`config.mk`:
```
export PLATFORM = sky130hd
export DESIGN_NAME = dma_chan_regs
export DESIGN_NICKNAME = d
export VERILOG_FILES = /design/src/rtl/dma_chan_pkg.sv /design/src/rtl/dma_byte_ptr.sv /design/src/rtl/dma_step_reg.sv /design/src/rtl/dma_bus_addr.sv /design/src/rtl/dma_chan_regs.sv
export SDC_FILE = /design/constraint.sdc
export NUM_CORES = 1
export LEC_CHECK = 0
export CAP_MARGIN = 20
export CORE_MARGIN = 3
export CORE_UTILIZATION = 45
export DETAILED_ROUTE_END_ITERATION = 10
export GPL_ROUTABILITY_DRIVEN = 0
export PLACE_DENSITY_LB_ADDON = 0.08
export SLEW_MARGIN = 30
export SYNTH_ARGS = -nofsm -noshare
export SYNTH_HDL_FRONTEND = slang
export SYNTH_SLANG_ARGS = --single-unit
```
`constraint.sdc`:
```
create_clock -name clk -period 3.3 [get_ports clk]
set_clock_uncertainty 0.2 [all_clocks]
set_input_delay 0.66 -clock clk [delete_from_list [all_inputs] [get_ports clk]]
set_output_delay 0.66 -clock clk [all_outputs]
set_load 0.01 [all_outputs]
```
`src/rtl/dma_chan_pkg.sv`:
```
package dma_chan_pkg;
   typedef enum logic {
      SEL_ADDR  = 1'b0,
      SEL_COUNT = 1'b1
   } dma_reg_sel_e;
endpackage

```
`src/rtl/dma_byte_ptr.sv`:
```
module dma_byte_ptr (
   input  logic clk,
   input  logic rst_n,
   input  logic clr,
   input  logic access,
   output logic hi
);
   always_ff @(posedge clk) begin
      if (!rst_n)      hi <= 1'b0;
      else if (clr)    hi <= 1'b0;
      else if (access) hi <= ~hi;
   end


   ptr_toggle_chk: assert property (@(posedge clk) disable iff (!rst_n)
      (access && !clr) |=> (hi != $past(hi)));

   ptr_clear_chk: assert property (@(posedge clk) disable iff (!rst_n)
      clr |=> !hi);
endmodule

```
`src/rtl/dma_step_reg.sv`:
```
module dma_step_reg #(
   parameter int REG_W  = 16,
   parameter int PORT_W = 8
) (
   input  logic              clk,
   input  logic              rst_n,
   input  logic              wr_en,
   input  logic              byte_hi,
   input  logic [PORT_W-1:0] wr_data,
   input  logic              step_en,
   input  logic              step_dn,
   input  logic              reload,
   output logic [REG_W-1:0]  cur_q
);
   localparam int NLANE = REG_W / PORT_W;

   logic [REG_W-1:0] base_q;
   logic [REG_W-1:0] stepped;

   assign stepped = step_dn ? cur_q - REG_W'(1) : cur_q + REG_W'(1);

   for (genvar b = 0; b < NLANE; b++) begin : g_lane
      logic lane_we;
      assign lane_we = wr_en && (byte_hi == b[0]);

      always_ff @(posedge clk) begin
         if (!rst_n) begin
            base_q[b*PORT_W +: PORT_W] <= '0;
            cur_q[b*PORT_W +: PORT_W]  <= '0;
         end else if (lane_we) begin
            base_q[b*PORT_W +: PORT_W] <= wr_data;
            cur_q[b*PORT_W +: PORT_W]  <= wr_data;
         end else if (!wr_en && reload) begin
            cur_q[b*PORT_W +: PORT_W]  <= base_q[b*PORT_W +: PORT_W];
         end else if (!wr_en && step_en) begin
            cur_q[b*PORT_W +: PORT_W]  <= stepped[b*PORT_W +: PORT_W];
         end
      end
   end


   wr_low_copy_chk: assert property (@(posedge clk) disable iff (!rst_n)
      (wr_en && !byte_hi) |=> (cur_q[PORT_W-1:0] == $past(wr_data)) &&
                              (base_q[PORT_W-1:0] == $past(wr_data)));

   wr_high_copy_chk: assert property (@(posedge clk) disable iff (!rst_n)
      (wr_en && byte_hi) |=> (cur_q[REG_W-1 -: PORT_W] == $past(wr_data)) &&
                             (base_q[REG_W-1 -: PORT_W] == $past(wr_data)));

   reload_chk: assert property (@(posedge clk) disable iff (!rst_n)
      (reload && !wr_en) |=> (cur_q == $past(base_q)));

   step_up_chk: assert property (@(posedge clk) disable iff (!rst_n)
      (step_en && !reload && !wr_en && !step_dn) |=> (cur_q == $past(cur_q) + REG_W'(1)));

   step_down_chk: assert property (@(posedge clk) disable iff (!rst_n)
      (step_en && !reload && !wr_en && step_dn) |=> (cur_q == $past(cur_q) - REG_W'(1)));
endmodule

```
`src/rtl/dma_bus_addr.sv`:
```
module dma_bus_addr #(
   parameter int REG_W = 16,
   parameter bit WIDE  = 1'b0
) (
   input  logic [REG_W-1:0] cur_addr,
   output logic [REG_W:0]   bus_addr
);
   if (WIDE) begin : g_word
      assign bus_addr = {cur_addr, 1'b0};
   end else begin : g_byte
      assign bus_addr = {1'b0, cur_addr};
   end
endmodule

```
`src/rtl/dma_chan_regs.sv`:
```
module dma_chan_regs #(
   parameter int REG_W     = 16,
   parameter int PORT_W    = 8,
   parameter bit WIDE_CHAN = 1'b0
) (
   input  logic              clk,
   input  logic              rst_n,
   input  logic              reg_sel,
   input  logic              reg_wr,
   input  logic              reg_rd,
   input  logic [PORT_W-1:0] wr_data,
   output logic [PORT_W-1:0] rd_data,
   input  logic              ptr_clr,
   input  logic              xfer,
   input  logic              addr_dec,
   input  logic              auto_init,
   output logic [REG_W:0]    bus_addr,
   output logic              tc_pulse,
   output logic              tc_flag
);
   import dma_chan_pkg::*;

   localparam int BUS_W = REG_W + 1;

   if (REG_W != 2 * PORT_W) begin : g_bad_width
      $error("dma_chan_regs: REG_W must be twice PORT_W");
   end

   dma_reg_sel_e     sel;
   logic             ptr_hi;
   logic             addr_we, cnt_we;
   logic             halted, accept, at_tc, reload;
   logic [REG_W-1:0] addr_cur, cnt_cur, sel_cur;

   assign sel     = dma_reg_sel_e'(reg_sel);
   assign addr_we = reg_wr && (sel == SEL_ADDR);
   assign cnt_we  = reg_wr && (sel == SEL_COUNT);
   assign accept  = xfer && !halted && !reg_wr;
   assign at_tc   = accept && (cnt_cur == '0);
   assign reload  = at_tc && auto_init;

   dma_byte_ptr u_ptr (
      .clk    (clk),
      .rst_n  (rst_n),
      .clr    (ptr_clr),
      .access (reg_rd | reg_wr),
      .hi     (ptr_hi)
   );

   dma_step_reg #(.REG_W(REG_W), .PORT_W(PORT_W)) u_addr (
      .clk     (clk),
      .rst_n   (rst_n),
      .wr_en   (addr_we),
      .byte_hi (ptr_hi),
      .wr_data (wr_data),
      .step_en (accept),
      .step_dn (addr_dec),
      .reload  (reload),
      .cur_q   (addr_cur)
   );

   dma_step_reg #(.REG_W(REG_W), .PORT_W(PORT_W)) u_count (
      .clk     (clk),
      .rst_n   (rst_n),
      .wr_en   (cnt_we),
      .byte_hi (ptr_hi),
      .wr_data (wr_data),
      .step_en (accept),
      .step_dn (1'b1),
      .reload  (reload),
      .cur_q   (cnt_cur)
   );

   dma_bus_addr #(.REG_W(REG_W), .WIDE(WIDE_CHAN)) u_bus (
      .cur_addr (addr_cur),
      .bus_addr (bus_addr)
   );

   always_ff @(posedge clk) begin
      if (!rst_n) begin
         halted   <= 1'b0;
         tc_flag  <= 1'b0;
         tc_pulse <= 1'b0;
      end else begin
         tc_pulse <= at_tc;
         if (cnt_we) begin
            halted  <= 1'b0;
            tc_flag <= 1'b0;
         end else if (at_tc) begin
            halted  <= !auto_init;
            tc_flag <= 1'b1;
         end
      end
   end

   assign sel_cur = (sel == SEL_COUNT) ? cnt_cur : addr_cur;
   assign rd_data = ptr_hi ? sel_cur[REG_W-1 -: PORT_W] : sel_cur[PORT_W-1:0];


   tc_sticky_chk: assert property (@(posedge clk) disable iff (!rst_n)
      tc_pulse |-> tc_flag);

   halt_hold_chk: assert property (@(posedge clk) disable iff (!rst_n)
      (halted && !reg_wr) |=> ($stable(cnt_cur) && $stable(addr_cur)));

   wr_priority_chk: assert property (@(posedge clk) disable iff (!rst_n)
      (xfer && addr_we) |=> $stable(cnt_cur));

   bus_width_chk: assert property (@(posedge clk) disable iff (!rst_n)
      ($bits(bus_addr) == BUS_W) && (WIDE_CHAN ? !bus_addr[0] : !bus_addr[REG_W]));
endmodule

```
# Word-level counts from Yosys, hierarchy flattened
# Cells that the tools add are included.
[totals]
mem_count = 0
latch_bits = 0
ff_bits = 68
ramBits = 0
mem_bits_ro = 0
[op_classes]
n_reduce_logical = 26
muxes = 15
mul = 0
n_shift = 0
order_cmp = 0
n_eq_ne = 0
n_addsub = 3
bitwise_logic = 4
div_mod_pow = 0
[ops]
columns = ["operator", "count"]
rows = [
  ["$mux W8", 13],
  ["$mux W16", 2],
  ["$sub A16 B1 Y16 const B", 2],
  ["$add A16 B1 Y16 const B", 1],
  ["$logic_not A16 Y1", 1],
  ["$logic_and A1 B1 Y1", 14],
  ["$reduce_bool A3 Y1", 4],
  ["$logic_not A1 Y1", 5],
  ["$reduce_or A2 Y1", 2],
  ["$not A1 Y1", 3],
  ["$or A1 B1 Y1", 1],
]

# Logic depth before layout (Yosys ltp)
[logic_depth]
ltp_word = 8
depth_mapped = 10
ltp_nobuf = 8

# By module
# A second synthesis with hierarchy kept.
[unflattened]
cells_unflattened = 636
hier_area_um2 = 5109.9
[modules_own_cells]
columns = ["mod", "n_inst", "area_per_inst_um2", "cells_per_inst"]
rows = [
  ["dma_step_reg at u_count", 1, 2333.5, 301],
  ["dma_step_reg at u_addr", 1, 2180.8, 278],
  ["dma_chan_regs", 1, 422.9, 36],
  ["dma_bus_addr", 1, 131.4, 18],
  ["dma_byte_ptr", 1, 41.3, 3],
]

# Worst setup path before layout
# Ideal clock, no wire load.
[synth_path]
kind = "input to register"
from = "input addr_dec"
to = "register u_addr.cur_q[12]"
stages = 7
slack_ns = 0.759
setup_ns = 0.132
t_arrival_ns = 2.209
path_buffers = 0
path_cell_list = "fa_1 a21oi_1 o211a_1 o21ai_0 a221oi_1 mux2i_1 a21oi_1"
[synth_between]
elab_chain_len = 4
[synth_rtl]
columns = ["item", "line_no", "source"]
rows = [
  ["start: declaration", "dma_chan_regs.sv:15", "input logic addr_dec,"],
  ["$mux W16", "dma_step_reg.sv:20", "assign stepped = step_dn ? cur_q - REG_W'(1) : cur_q + REG_W'(1);"],
  ["$mux W8", "dma_step_reg.sv:35", "end else if (!wr_en && step_en) begin"],
  ["$mux W8", "dma_step_reg.sv:33", "end else if (!wr_en && reload) begin"],
  ["$mux W8", "dma_step_reg.sv:30", "end else if (lane_we) begin"],
  ["end signal: indexed assignment", "dma_step_reg.sv:32", "cur_q[b*PORT_W +: PORT_W] <= wr_data;"],
  ["end signal: indexed assignment", "dma_step_reg.sv:34", "cur_q[b*PORT_W +: PORT_W] <= base_q[b*PORT_W +: PORT_W];"],
  ["end signal: indexed assignment", "dma_step_reg.sv:36", "cur_q[b*PORT_W +: PORT_W] <= stepped[b*PORT_W +: PORT_W];"],
  ["end: declaration", "dma_step_reg.sv:13", "output logic [REG_W-1:0] cur_q"],
]
# Every way passes these cells. The select of a mux whose other input is x is not followed.
# A chain may end at the register's enable or synchronous reset.

# Final worst setup path
[layout_path]
from = "input reg_sel"
to = "output rd_data[1]"
[layout_between]
elab_chain_len = 2
[layout_rtl]
columns = ["item", "line_no", "source"]
rows = [
  ["start: declaration", "dma_chan_regs.sv:8", "input logic reg_sel,"],
  ["$mux W16", "dma_chan_regs.sv:96", "assign sel_cur = (sel == SEL_COUNT) ? cnt_cur : addr_cur;"],
  ["$mux W8", "dma_chan_regs.sv:97", "assign rd_data = ptr_hi ? sel_cur[REG_W-1 -: PORT_W] : sel_cur[PORT_W-1:0];"],
  ["end: declaration", "dma_chan_regs.sv:12", "output logic [PORT_W-1:0] rd_data,"],
]
# Every way passes these cells.

==> metrics list <==
* Vertical die dimension: 101.3 um
- Share of total power in sequential cells: 39.7%
* Number of ports placed on the die boundary: 44
- The worst hold path passes through 2 cells.
- Synth unique cells: 65
- In the global route stage, overall resource usage came out at 25.54%.
- For this block, the via count after detailed routing is 4081.
- Die area: 0.01027 mm^2
- Share of final-layout standard cells stronger than drive strength 1: 10.85%
- The floorplan has 34 rows.
- Relative to the synthesized area, the layout overhead comes to 20.53%.
- Min Hold Slack: 0.2553 ns
- Net Sw Power: 0.0007827 W
* Switching fraction of total power: 32.24%
* Starting utilization of the core area: 46.66%
- The run finished with clean final reports.
- The number of antenna violations at the first check in global routing is 0.
- Summing every instance area after synthesis gives 0.004089 mm^2.
* Core Region: 0.008763 mm^2
* Maximum fanout along the worst path: 15
- Warning count from the yosys run: 0
- Of the synthesized area, sequential elements account for 33.29%.
* Drt total wl: 12880 um
* Pin count of the biggest net entering global routing: 34
- Combinational cells account for 28.1% of the total power.
- Of all flip-flops after synthesis, the portion carrying an async set or reset was 0%.
- After synthesis, the largest area contributor takes up 33.29% of total cell area.
- Quantity of I/O buffers inserted on ports: 42
- After Yosys synthesis, XOR and XNOR cells account for 4.284% of the synthesized area.
- The tightest min-delay check is of the reg -> reg type.
- The cell sitting at the root of the clock tree is a sky130_fd_sc_hd__clkbuf_8.
- Worst flop-to-flop path endpoint: u_addr.cur_q[13]$_SDFFE_PN0P_
- The worst path uses 97.00% of the clock period.
- Share of synthesized cell area in full adder, half adder and majority cells: 5.386%
- The total overflow left after global routing is 0.
- In the routed design, unresolved DRC markers number 0.
- CTS Hold Buffers Added: 0
* TritonCTS clock tree: built
- For this run, the top clock speed supported by timing is 312.4 MHz.
* Compound-cell area share of the yosys netlist: 23.04%
* Die width: 101.3 um
* Tightest Pin Transition: 0.6592 ns
* Number of buffers inserted during clock tree synthesis: 9
- After synthesis the netlist holds a flip-flop and latch count of 68.
* Source of the worst hold timing path: u_addr.base_q[13]$_SDFFE_PN0P_
- Leak Pwr: 1.913 nW
- In this run, the number of DRC markers left after iteration 0 of detailed routing was 424.
- Setup repair after global routing left no endpoint under its margin.
- Per report_power, the clock group accounts for 32.2% of the total.
* Startpoint type of the worst setup path: primary input
- Dividing the synthesized area by the synthesized cell count gives 7.986 um^2.
- Once placement completed, the tool counted placed cells totaling 654.
* Count of buffers added by post-CTS timing repair for setup: 0
- Counting flops with a built-in enable in the synthesized netlist gives 0.
- In the final routed layout, each cell accounts on average for 19.22 um.
* Data arrival time of the critical path: 2.34 ns
* HPWL Detailed: 9195 um
- Clk Latency, worst-skew pair: 0.35 ns
* Critical Path Sink Type: primary output
- Once detail routing completed, the nets flagged for antenna violations numbered 0.
* Setup CP Type: in -> out
* Multiplexer area fraction after synthesis: 5.447%
- The final number of hold-violating endpoints was 0.
- Gates resized during post-CTS repair numbered 0.
- Most common cell after layout, fill and taps aside: sky130_fd_sc_hd__nand2_1
- Clock sink count: 68
* Synth Flop Type: sky130_fd_sc_hd__dfxtp_1
* Final setup violation count: 0
* Final number of max-transition violations: 0
- Cell-internal power: 0.001645 W
- Counting every net in the synthesized netlist gives 546.
* N_diodes: 0
- The number of global-route vias before repair was 3724.
- STA puts the critical path data required time at 2.44 ns.
- Synthesized instance count: 512
- Slew margin rel.: 55.65%
- In this run the number of H-tree levels came out at 3.
* Cell taking the most area after synthesis: sky130_fd_sc_hd__dfxtp_1
* Main combinational cell family by area after synthesis: simple AND/OR/NAND/NOR gates
* NumNets Final: 591
- In the routed layout, each cell is associated on average with a via count of 6.091.
- Origin of the critical flop-to-flop path: u_addr.cur_q[2]$_SDFFE_PN0P_
* Clock period minus final worst setup slack: 3.201 ns
- Setup TNS: 0 ns
* Post-synthesis share of cell area spent on and, or, nand and nor gates: 23.84%
- The setup check on the worst reg-to-reg path leaves a slack of 0.69 ns.
- Maximum resistive drop on vdd: 0.0002405 V
- Max-cap violations: 0
- After synthesis, the cell types taking the most area are sky130_fd_sc_hd__dfxtp_1, sky130_fd_sc_hd__nand2_1, sky130_fd_sc_hd__a21oi_1, sky130_fd_sc_hd__ha_1, sky130_fd_sc_hd__mux4_2.
* 1st-pass router iterations: 6
* Global-route wire length before repair: 20240 um
* Areal power density over the cells: 492.6 mW/mm^2
* Worst-path clk slew: 0.07 ns
- After the flow finishes, the layout carries non-filler instances totaling 670.
- Commonest non-fill, non-tap cells in the layout: sky130_fd_sc_hd__nand2_1, sky130_fd_sc_hd__dfxtp_1, sky130_fd_sc_hd__a21oi_1, sky130_fd_sc_hd__clkdlybuf4s50_1, sky130_fd_sc_hd__nor2_1
- Measured in cells, the most critical reg-to-reg path has a length of 7.
* Worst hold endpoint: u_addr.base_q[13]$_SDFFE_PN0P_
- The longest clock path from root to sink contains 2 buffers.
-- stage by stage --
step	utilization [%]	cell area, um^2	power (W)	setup WS, ns
2_1_floorplan	-	4089	0.001401	0.7586
3_3_place_gp	53.67	4703	0.001649	0.07798
3_5_place_dp	53.67	4703	0.001655	0.005252
4_1_cts	56.24	4928	0.002431	0.09365
5_1_grt	56.24	4928	0.002555	0.05503
6_report	56.24	4928	0.002428	0.09893
-- state kept, by name, indices dropped and copies added, names as in the netlist --
signal	flops
tc_flag	1
u_count.base_q	16
u_addr.cur_q	16
u_count.cur_q	16
u_addr.base_q	16
tc_pulse	1
halted	1
u_ptr.hi	1
-- synthesized netlist by cell type, types with 5 or more instances --
master,count
sky130_fd_sc_hd__o32ai_1,5
sky130_fd_sc_hd__mux4_2,8
sky130_fd_sc_hd__nand2_1,121
sky130_fd_sc_hd__o211ai_1,10
sky130_fd_sc_hd__nor3_1,9
sky130_fd_sc_hd__buf_2,7
sky130_fd_sc_hd__inv_1,7
sky130_fd_sc_hd__and3_1,6
sky130_fd_sc_hd__clkbuf_1,20
sky130_fd_sc_hd__o31ai_1,6
sky130_fd_sc_hd__nor2_1,28
sky130_fd_sc_hd__a21oi_1,61
sky130_fd_sc_hd__dfxtp_1,68
sky130_fd_sc_hd__a31oi_1,13
sky130_fd_sc_hd__a222oi_1,5
sky130_fd_sc_hd__o21ai_0,13
sky130_fd_sc_hd__xnor2_1,13
sky130_fd_sc_hd__nand3_1,14
sky130_fd_sc_hd__xor2_1,7
sky130_fd_sc_hd__ha_1,16
-- metal layers --
| metal | track usage [%] | vias up | wire length (um) |
|---|---|---|---|
| met4 | 9.100 | 0 | 415 |
| li1 | - | 1945 | - |
| met1 | 36.71 | 1929 | 5760 |
| met5 | 0 | - | 0 |
| met3 | 6.956 | 35 | 1071 |
| met2 | 36.62 | 172 | 5631 |
-- area by class of cell --
| cell class | count | area [um^2] |
|---|---|---|
| Sequential cell | 68 | 1361 |
| Fill cell | 837 | 3835 |
| Timing Repair Buffer | 66 | 638.1 |
| Inverter | 8 | 30.03 |
| Clock buffer | 10 | 137.6 |
| Multi-Input combinational cell | 404 | 2539 |
| Clock inverter | 6 | 87.58 |
| Tap cell | 108 | 135.1 |
-- cells by family (layout without fill, tap and decap cells) --
group	count (synthesis)	after routing
XOR/XNOR	20	20
other	1	1
AO/OA/AOI/OAI	146	146
buffers and inverters	40	90
adder cells (fa/ha/maj)	17	17
AND/OR/NAND/NOR	208	208
multiplexers	12	12
flip-flops	68	68
-- power by group through the flow --
| stage | clock network, W | registers [W] | logic [W] |
|---|---|---|---|
| 2_1_floorplan | 0 | 0.000947 | 0.000454 |
| 3_3_place_gp | 0 | 0.000980 | 0.000669 |
| 3_5_place_dp | 0 | 0.000981 | 0.000674 |
| 4_1_cts | 0.000791 | 0.000962 | 0.000677 |
| 5_1_grt | 0.000832 | 0.000970 | 0.000753 |
| 6_report | 0.000782 | 0.000964 | 0.000682 |
-- worst max-delay path, cell delays in order --
cell	delay [ns]
sky130_fd_sc_hd__clkdlybuf4s50_1	0.50
sky130_fd_sc_hd__buf_12	0.17
sky130_fd_sc_hd__mux4_2	0.50
sky130_fd_sc_hd__clkdlybuf4s50_1	0.50
-- worst max-delay path by stage --
stage          depth (start not counted)      from                             to  slack [ns]
3_5_place_dp                           9  addr_dec  u_addr.cur_q[13]$_SDFFE_PN0P_       0.005
5_1_grt                                4   reg_sel                     rd_data[1]        0.06
4_1_cts                                4   reg_sel                     rd_data[1]        0.09
2_1_floorplan                          7  addr_dec  u_addr.cur_q[12]$_SDFFE_PN0P_        0.76
6_report                               4   reg_sel                     rd_data[1]         0.1
3_3_place_gp                           9  addr_dec  u_addr.cur_q[12]$_SDFFE_PN0P_        0.08
No activity file was read; power rests on OpenSTA's default activity.
